## src/rtl/mor_pkg.sv

```systemverilog
package mor_pkg;

    typedef enum logic [1:0] {
        K_READ   = 2'd0,
        K_WRITE  = 2'd1,
        K_ATOMIC = 2'd2,
        K_RSVD   = 2'd3
    } kind_e;

    // Precedence between an older and a newer operation.
    function automatic logic must_precede(input logic same_loc, input logic same_addr,
                                          input logic older_atomic, input logic newer_atomic);
        return same_loc & (same_addr | older_atomic | newer_atomic);
    endfunction

    function automatic logic kind_stores(input kind_e k);
        return (k == K_WRITE) || (k == K_ATOMIC);
    endfunction

endpackage

```

## src/rtl/mor_prio_alloc.sv

```systemverilog
module mor_prio_alloc #(
    parameter int N  = 16,
    parameter int IW = 4
) (
    input  logic [N-1:0]  busy,
    output logic          found,
    output logic [IW-1:0] idx
);
    always_comb begin
        found = 1'b0;
        idx   = '0;
        for (int i = N - 1; i >= 0; i--) begin
            if (!busy[i]) begin
                found = 1'b1;
                idx   = IW'(i);
            end
        end
    end
endmodule

```

## src/rtl/mor_hb_matrix.sv

```systemverilog
module mor_hb_matrix #(
    parameter int N  = 16,
    parameter int IW = 4
) (
    input  logic                 clk,
    input  logic                 rst,
    input  logic                 new_en,
    input  logic [IW-1:0]        new_idx,
    input  logic [N-1:0]         new_row,
    input  logic                 clr_en,
    input  logic [IW-1:0]        clr_idx,
    output logic [N-1:0][N-1:0]  pred
);
    // Row r holds the uncommitted operations that must commit before entry r.
    for (genvar r = 0; r < N; r++) begin : g_row
        always_ff @(posedge clk) begin
            if (rst) begin
                pred[r] <= '0;
            end else if (new_en && new_idx == IW'(r)) begin
                pred[r] <= new_row;
            end else if (clr_en) begin
                pred[r][clr_idx] <= 1'b0;
            end
        end
    end
endmodule

```

## src/rtl/mor_ref_mem.sv

```systemverilog
module mor_ref_mem #(
    parameter int AW = 4,
    parameter int DW = 32
) (
    input  logic          clk,
    input  logic          rst,
    input  logic          we,
    input  logic [AW-1:0] waddr,
    input  logic [DW-1:0] wdata,
    input  logic [AW-1:0] raddr,
    output logic [DW-1:0] rdata
);
    localparam int DEPTH = 1 << AW;

    logic [DW-1:0] words [DEPTH];

    for (genvar w = 0; w < DEPTH; w++) begin : g_word
        always_ff @(posedge clk) begin
            if (rst) begin
                words[w] <= '0;
            end else if (we && waddr == AW'(w)) begin
                words[w] <= wdata;
            end
        end
    end

    assign rdata = words[raddr];
endmodule

```

## src/rtl/mem_order_ref.sv

```systemverilog
module mem_order_ref #(
    parameter int SLOTS  = 16,
    parameter int LOCS   = 4,
    parameter int ADDR_W = 4,
    parameter int DATA_W = 32,
    localparam int STAMP_W = (SLOTS > 1) ? $clog2(SLOTS) : 1,
    localparam int LOC_W   = (LOCS > 1) ? $clog2(LOCS) : 1
) (
    input  logic               clk,
    input  logic               rst,
    input  logic               cr_valid,
    input  logic [LOC_W-1:0]   cr_loc,
    input  logic [1:0]         cr_kind,
    input  logic [ADDR_W-1:0]  cr_addr,
    input  logic [DATA_W-1:0]  cr_data,
    output logic               cr_grant,
    output logic [STAMP_W-1:0] cr_stamp,
    input  logic               cm_valid,
    input  logic [STAMP_W-1:0] cm_stamp,
    input  logic               ev_valid,
    input  logic [STAMP_W-1:0] ev_stamp,
    output logic               ev_rvalid,
    output logic [DATA_W-1:0]  ev_result,
    output logic               flag_order,
    output logic               flag_proto,
    output logic               flag_ovf
);
    import mor_pkg::*;

    typedef struct packed {
        logic [LOC_W-1:0]  loc;
        kind_e             kind;
        logic [ADDR_W-1:0] addr;
        logic [DATA_W-1:0] data;
    } op_t;

    logic [SLOTS-1:0]              live;
    logic [SLOTS-1:0]              done;
    op_t                           ops  [SLOTS];
    logic [DATA_W-1:0]             res  [SLOTS];
    logic [SLOTS-1:0][SLOTS-1:0]   pred;

    logic               free_found;
    logic [STAMP_W-1:0] free_idx;
    op_t                new_op;
    logic [SLOTS-1:0]   new_row;

    op_t                cm_op;
    logic               cm_bad, cm_block, cm_ok;
    logic [DATA_W-1:0]  mem_old, cm_res;
    logic               ev_ok;

    // Allocation of the lowest free entry.
    mor_prio_alloc #(.N(SLOTS), .IW(STAMP_W)) u_alloc (
        .busy  (live),
        .found (free_found),
        .idx   (free_idx)
    );

    assign cr_grant = cr_valid & free_found;
    assign cr_stamp = free_idx;

    assign new_op.loc  = cr_loc;
    assign new_op.kind = kind_e'(cr_kind);
    assign new_op.addr = cr_addr;
    assign new_op.data = cr_data;

    // Commit decision.
    assign cm_op    = ops[cm_stamp];
    assign cm_bad   = cm_valid & (~live[cm_stamp] | done[cm_stamp]);
    assign cm_block = cm_valid & ~cm_bad & (|pred[cm_stamp]);
    assign cm_ok    = cm_valid & ~cm_bad & ~(|pred[cm_stamp]);

    always_comb begin
        unique case (cm_op.kind)
            K_WRITE:  cm_res = cm_op.data;
            K_ATOMIC: cm_res = mem_old;
            default:  cm_res = mem_old;
        endcase
    end

    // Predecessor row of a new operation: live, uncommitted, related older ones.
    // One being committed in this same cycle no longer counts.
    always_comb begin
        for (int j = 0; j < SLOTS; j++) begin
            new_row[j] = live[j] & ~done[j]
                       & ~(cm_ok && cm_stamp == STAMP_W'(j))
                       & must_precede(ops[j].loc == cr_loc,
                                      ops[j].addr == cr_addr,
                                      ops[j].kind == K_ATOMIC,
                                      new_op.kind == K_ATOMIC);
        end
    end

    mor_hb_matrix #(.N(SLOTS), .IW(STAMP_W)) u_hb (
        .clk     (clk),
        .rst     (rst),
        .new_en  (cr_grant),
        .new_idx (free_idx),
        .new_row (new_row),
        .clr_en  (cm_ok),
        .clr_idx (cm_stamp),
        .pred    (pred)
    );

    mor_ref_mem #(.AW(ADDR_W), .DW(DATA_W)) u_mem (
        .clk   (clk),
        .rst   (rst),
        .we    (cm_ok & kind_stores(cm_op.kind)),
        .waddr (cm_op.addr),
        .wdata (cm_op.data),
        .raddr (cm_op.addr),
        .rdata (mem_old)
    );

    assign ev_ok = ev_valid & live[ev_stamp] & done[ev_stamp];

    // Entry state.
    always_ff @(posedge clk) begin
        if (rst) begin
            live <= '0;
            done <= '0;
            for (int i = 0; i < SLOTS; i++) begin
                ops[i] <= '0;
                res[i] <= '0;
            end
        end else begin
            if (cr_grant) begin
                live[free_idx] <= 1'b1;
                done[free_idx] <= 1'b0;
                ops[free_idx]  <= new_op;
            end
            if (cm_ok) begin
                done[cm_stamp] <= 1'b1;
                res[cm_stamp]  <= cm_res;
            end
            if (ev_ok) begin
                live[ev_stamp] <= 1'b0;
            end
        end
    end

    // Responses and flags.
    always_ff @(posedge clk) begin
        if (rst) begin
            ev_rvalid  <= 1'b0;
            ev_result  <= '0;
            flag_order <= 1'b0;
            flag_proto <= 1'b0;
            flag_ovf   <= 1'b0;
        end else begin
            ev_rvalid  <= ev_ok;
            if (ev_ok) ev_result <= res[ev_stamp];
            flag_order <= cm_block;
            flag_proto <= cm_bad | (ev_valid & ~ev_ok);
            flag_ovf   <= cr_valid & ~free_found;
        end
    end
endmodule

```

## config.mk

```make
export PLATFORM = sky130hd
export DESIGN_NAME = mem_order_ref
export DESIGN_NICKNAME = d
export VERILOG_FILES = /design/src/rtl/mor_pkg.sv /design/src/rtl/mor_prio_alloc.sv /design/src/rtl/mor_hb_matrix.sv /design/src/rtl/mor_ref_mem.sv /design/src/rtl/mem_order_ref.sv
export SDC_FILE = /design/constraint.sdc
export NUM_CORES = 2
export LEC_CHECK = 0
export ABC_CLOCK_PERIOD_IN_PS = 5600
export BUFFER_PORTS_ARGS = -buffer_cell sky130_fd_sc_hd__buf_2
export CAP_MARGIN = 10
export CORE_MARGIN = 10
export CORE_UTILIZATION = 50
export CTS_CLUSTER_SIZE = 14
export DETAILED_ROUTE_END_ITERATION = 8
export GPL_ROUTABILITY_DRIVEN = 1
export PLACE_DENSITY = 0.76
export SYNTH_ARGS = -nofsm -noshare
export SYNTH_HDL_FRONTEND = slang
export SYNTH_SLANG_ARGS = --single-unit
```

## constraint.sdc

```tcl
create_clock -name clk -period 5.6 [get_ports clk]
set_input_delay 0.56 -clock clk [delete_from_list [all_inputs] [get_ports clk]]
set_output_delay 0.56 -clock clk [all_outputs]
set_load 0.05 [all_outputs]
```

==> results.md <==
- Critical R2R Capture: res[0][10]$_SDFFCE_PN0P_
- Tightest Pin Transition: 1.31 ns
- Seq cells post-synth: 1988
- Register area share after synthesis: 63.8%
- Worst skew pair latency: 0.86 ns
- DR WL/cell: 29.7 um
- Syn Inst Count: 6514
- Clock slew at reported path FFs: 0.06 ns
- Initial core utilization: 50.2%
- Synth area leader: edfxtp_1
- First-pass iteration count of the detailed router: 9
- Core box area: 176000 um^2
- Die height: 441 um
- Crit Path Max Fanout: 22
- Clock sinks: 1988
- Worst Setup Start Kind: register
- Buf/Inv on CP: 0
- CTS tree: yes
- Chip width: 441 um
- Post-synth top area share: 56.5%
- Max IR drop VDD: 0.351 mV
- Starting DRT DRC Count: 9066
- F_max: 221 MHz
- Fin. Hold Viols: 0
- Placer Congestion: 0.926
- Met3 Usage GRT: 6.70%
- Input/output buffers: 93
- Drt drc: 0
- Vias in the first global route: 58100
- Final Net Count: 6524
- CTS Hold Bufs: 0
- Final count of negative-setup-slack endpoints: 0
- Syn Nets: 6568
- Netlist Area Pre-Place: 88500 um^2
- Post-DRT Antenna Nets: 0
- Worst Setup SP: ops[6][36]$_SDFFCE_PN0P_
- Hpwl dp: 154000 um
- Number of flops mapped to enable cells by yosys: 1664
- Hold crit path type: primary input to register
- R2r startpoint: ops[6][36]$_SDFFCE_PN0P_
- Hold Path Stages: 2
- Critical path depth: 10
- P_leak: 37.6 nW
- Total chip power: 32.8 mW
- Crit path cell chain: mux4_2 > mux4_2 > ha_1 > or2_2 > o31ai_1 > nand2_2 > nor2_4 > a221oi_1 > o2111a_1 > and3_1
- Worst setup path class: register to register
- Antenna violations before repair: 25
- Final number of max-transition violations: 0
- Setup TNS: 0 ns
- Grt ovf: 0
- Yosys cell types: 77
- Cell Rows: 154
- Number of CTS-inserted buffers: 190
- Synth async-reset ratio: 0%
- Setup Skew: 0.0510 ns
- Fin crit period: 4.53 ns
- P&R area growth vs syn: 11.4%
- Via density: 6.51
- Maxcap violations: 0
- Grt met1 use: 34.6%
- Largest net degree at the start of global routing: 119
- Tcrit/Tclk final: 80.9%
- First-pass GRT wire length: 387000 um
- H-tree lvl count: 4
- Main synth FF type: edfxtp_1
- Status: finished clean
- CP max stage delay: 0.79 ns
- Slew margin rel.: 12.2%
- Gr busiest metal: met2
- Worst path top cell family by delay: simple AND/OR/NAND/NOR gates
- Area contributors post-synth: edfxtp_1 (56%), mux4_2 (8.8%), dfxtp_1 (7.3%)
- Flop-to-flop setup slack: 1.07 ns
- Via Count: 58400
- Boundary Pins: 94
- Fillers: 13600
- Reg2Reg Depth: 10
- Clock tree buffer depth: 3
- Ys Warns: 0
- CP max-delay cell: nor2_4
- Global-route usage over all layers: 26.8%
- Final wirelength: 266000 um
- Worst Path Arrival: 5.12 ns
- Share of cells above drive strength 1: 17.4%
- RSZ-0062 raised after global routing: false
- PwrDens: 332 nW/um^2
- Crit-path most repeated cell: mux4_2
- Post-synthesis area per instance: 13.6 um^2
- GR Layer Usage met2: 43.2%
- Post-CTS setup buffer count: 0
- Worst EP required: 6.19 ns
- Overall die area: 194000 um^2
- Post_cts resized: 0
- CTS Root Cell: clkbuf_16
- Capture point of the worst path: res[0][10]$_SDFFCE_PN0P_
- Crit end category: register
## through the flow
stage | instance area [um^2] | hold slack, ns | std cells | utilization (%) | worst slack [ns]
2_1_floorplan | 88500 | 0.427 | 6514 | - | 0.425
3_3_place_gp | 92500 | 0.438 | 8618 | 52.5 | 0.540
3_5_place_dp | 92500 | 0.446 | 8618 | 52.5 | 0.541
4_1_cts | 98600 | 0.0347 | 8968 | 56.0 | 1.18
5_1_grt | 98600 | 0.0414 | 8975 | 56.0 | 0.985
6_report | 98600 | 0.0619 | 8981 | 56.0 | 1.07
## cells by family after synthesis
group	share of synthesized area, %
XOR/XNOR	0.950
AO/OA/AOI/OAI	3.99
buffers and inverters	2.96
adder cells (fa/ha/maj)	0.0141
multiplexers	12.3
flip-flops	63.8
AND/OR/NAND/NOR	16.0
## sequential cells by signal (all words and copies together), names as in the netlist
name         count
ops            640
u_hb.pred      256
live            16
res            512
flag_ovf         1
flag_order       1
u_mem.words    512
ev_result       32
flag_proto       1
done            16
ev_rvalid        1
## power breakdown
part | leakage [nW] | switching [mW] | internal, mW | total (mW)
logic | 15.0 | 2.34 | 1.03 | 3.37
clock network | 2.96 | 5.69 | 7.05 | 12.7
registers | 19.6 | 0.162 | 16.5 | 16.7
## layout by cell type, fill, tap and decap left out, drive strengths merged, types with 91 or more instances in the layout
cell type / n
clkinv: 91
mux4: 345
clkbuf: 236
buf: 353
a22oi: 93
nand2: 351
dfxtp: 324
and2: 491
nand3: 91
edfxtp: 1664
and3: 733
nor2: 868
mux2i: 265
## routing by layer
layer | up-vias | wire length [um] | part of all wire (%)
met1 | 29000 | 92500 | 35
li1 | 24100 | - | -
met4 | 10 | 12900 | 4.8
met2 | 4394 | 126000 | 47
met3 | 870 | 35300 | 13
met5 | - | 68 | 0.026
## cell usage after synthesis (24+ instances only)
cell and number:
nor2_1 867, and2_1 491, inv_1 25, mux2i_1 265
o21ai_0 29, buf_1 40, xnor2_1 84, buf_4 31
dfxtp_1 324, mux4_2 345, clkbuf_1 417, buf_2 89
a221o_1 24, nor3b_1 37, a31oi_1 31, edfxtp_1 1664
nand3_1 91, nand2_1 350, a22oi_1 93, a211oi_1 35
and3_1 733, nand4_1 25, nor4_1 69, a21oi_1 25
a21o_1 30, mux2_2 39
## layout make-up
cell class / instances / area [um^2] / share of cell area (%)
Sequential cell: 1988 / 56500 / 57.3
Multi-Input combinational cell: 3910 / 29800 / 30.2
Clock buffer: 235 / 5090 / 5.16
Timing Repair Buffer: 354 / 3230 / 3.27
Tap cell: 2340 / 2930 / 2.97
Clock inverter: 115 / 962 / 0.976
Inverter: 26 / 105 / 0.107
Antenna cell: 13 / 32.5 / 0.0330
## worst register-to-register path, delay by kind of cell, from the launching register on
| kind | cells | cell delay, ns |
|---|---|---|
| flops | 1 | 0.46 |
| fa+ha+maj | 1 | 0.28 |
| simple gates | 4 | 1.51 |
| mux | 2 | 0.98 |
| compound gates | 3 | 1.06 |
## worst min path at each step
stage	from	endpoint
floorplan	u_hb.pred[142]$_SDFFE_PP0P_	u_hb.pred[142]$_SDFFE_PP0P_
global placement	u_hb.pred[137]$_SDFFE_PP0P_	u_hb.pred[137]$_SDFFE_PP0P_
detailed placement	u_hb.pred[134]$_SDFFE_PP0P_	u_hb.pred[134]$_SDFFE_PP0P_
CTS	cm_valid	flag_order$_SDFF_PP0_
global route	cm_valid	flag_order$_SDFF_PP0_
finish	cm_valid	flag_order$_SDFF_PP0_
Power figures use the tool's default switching activity.
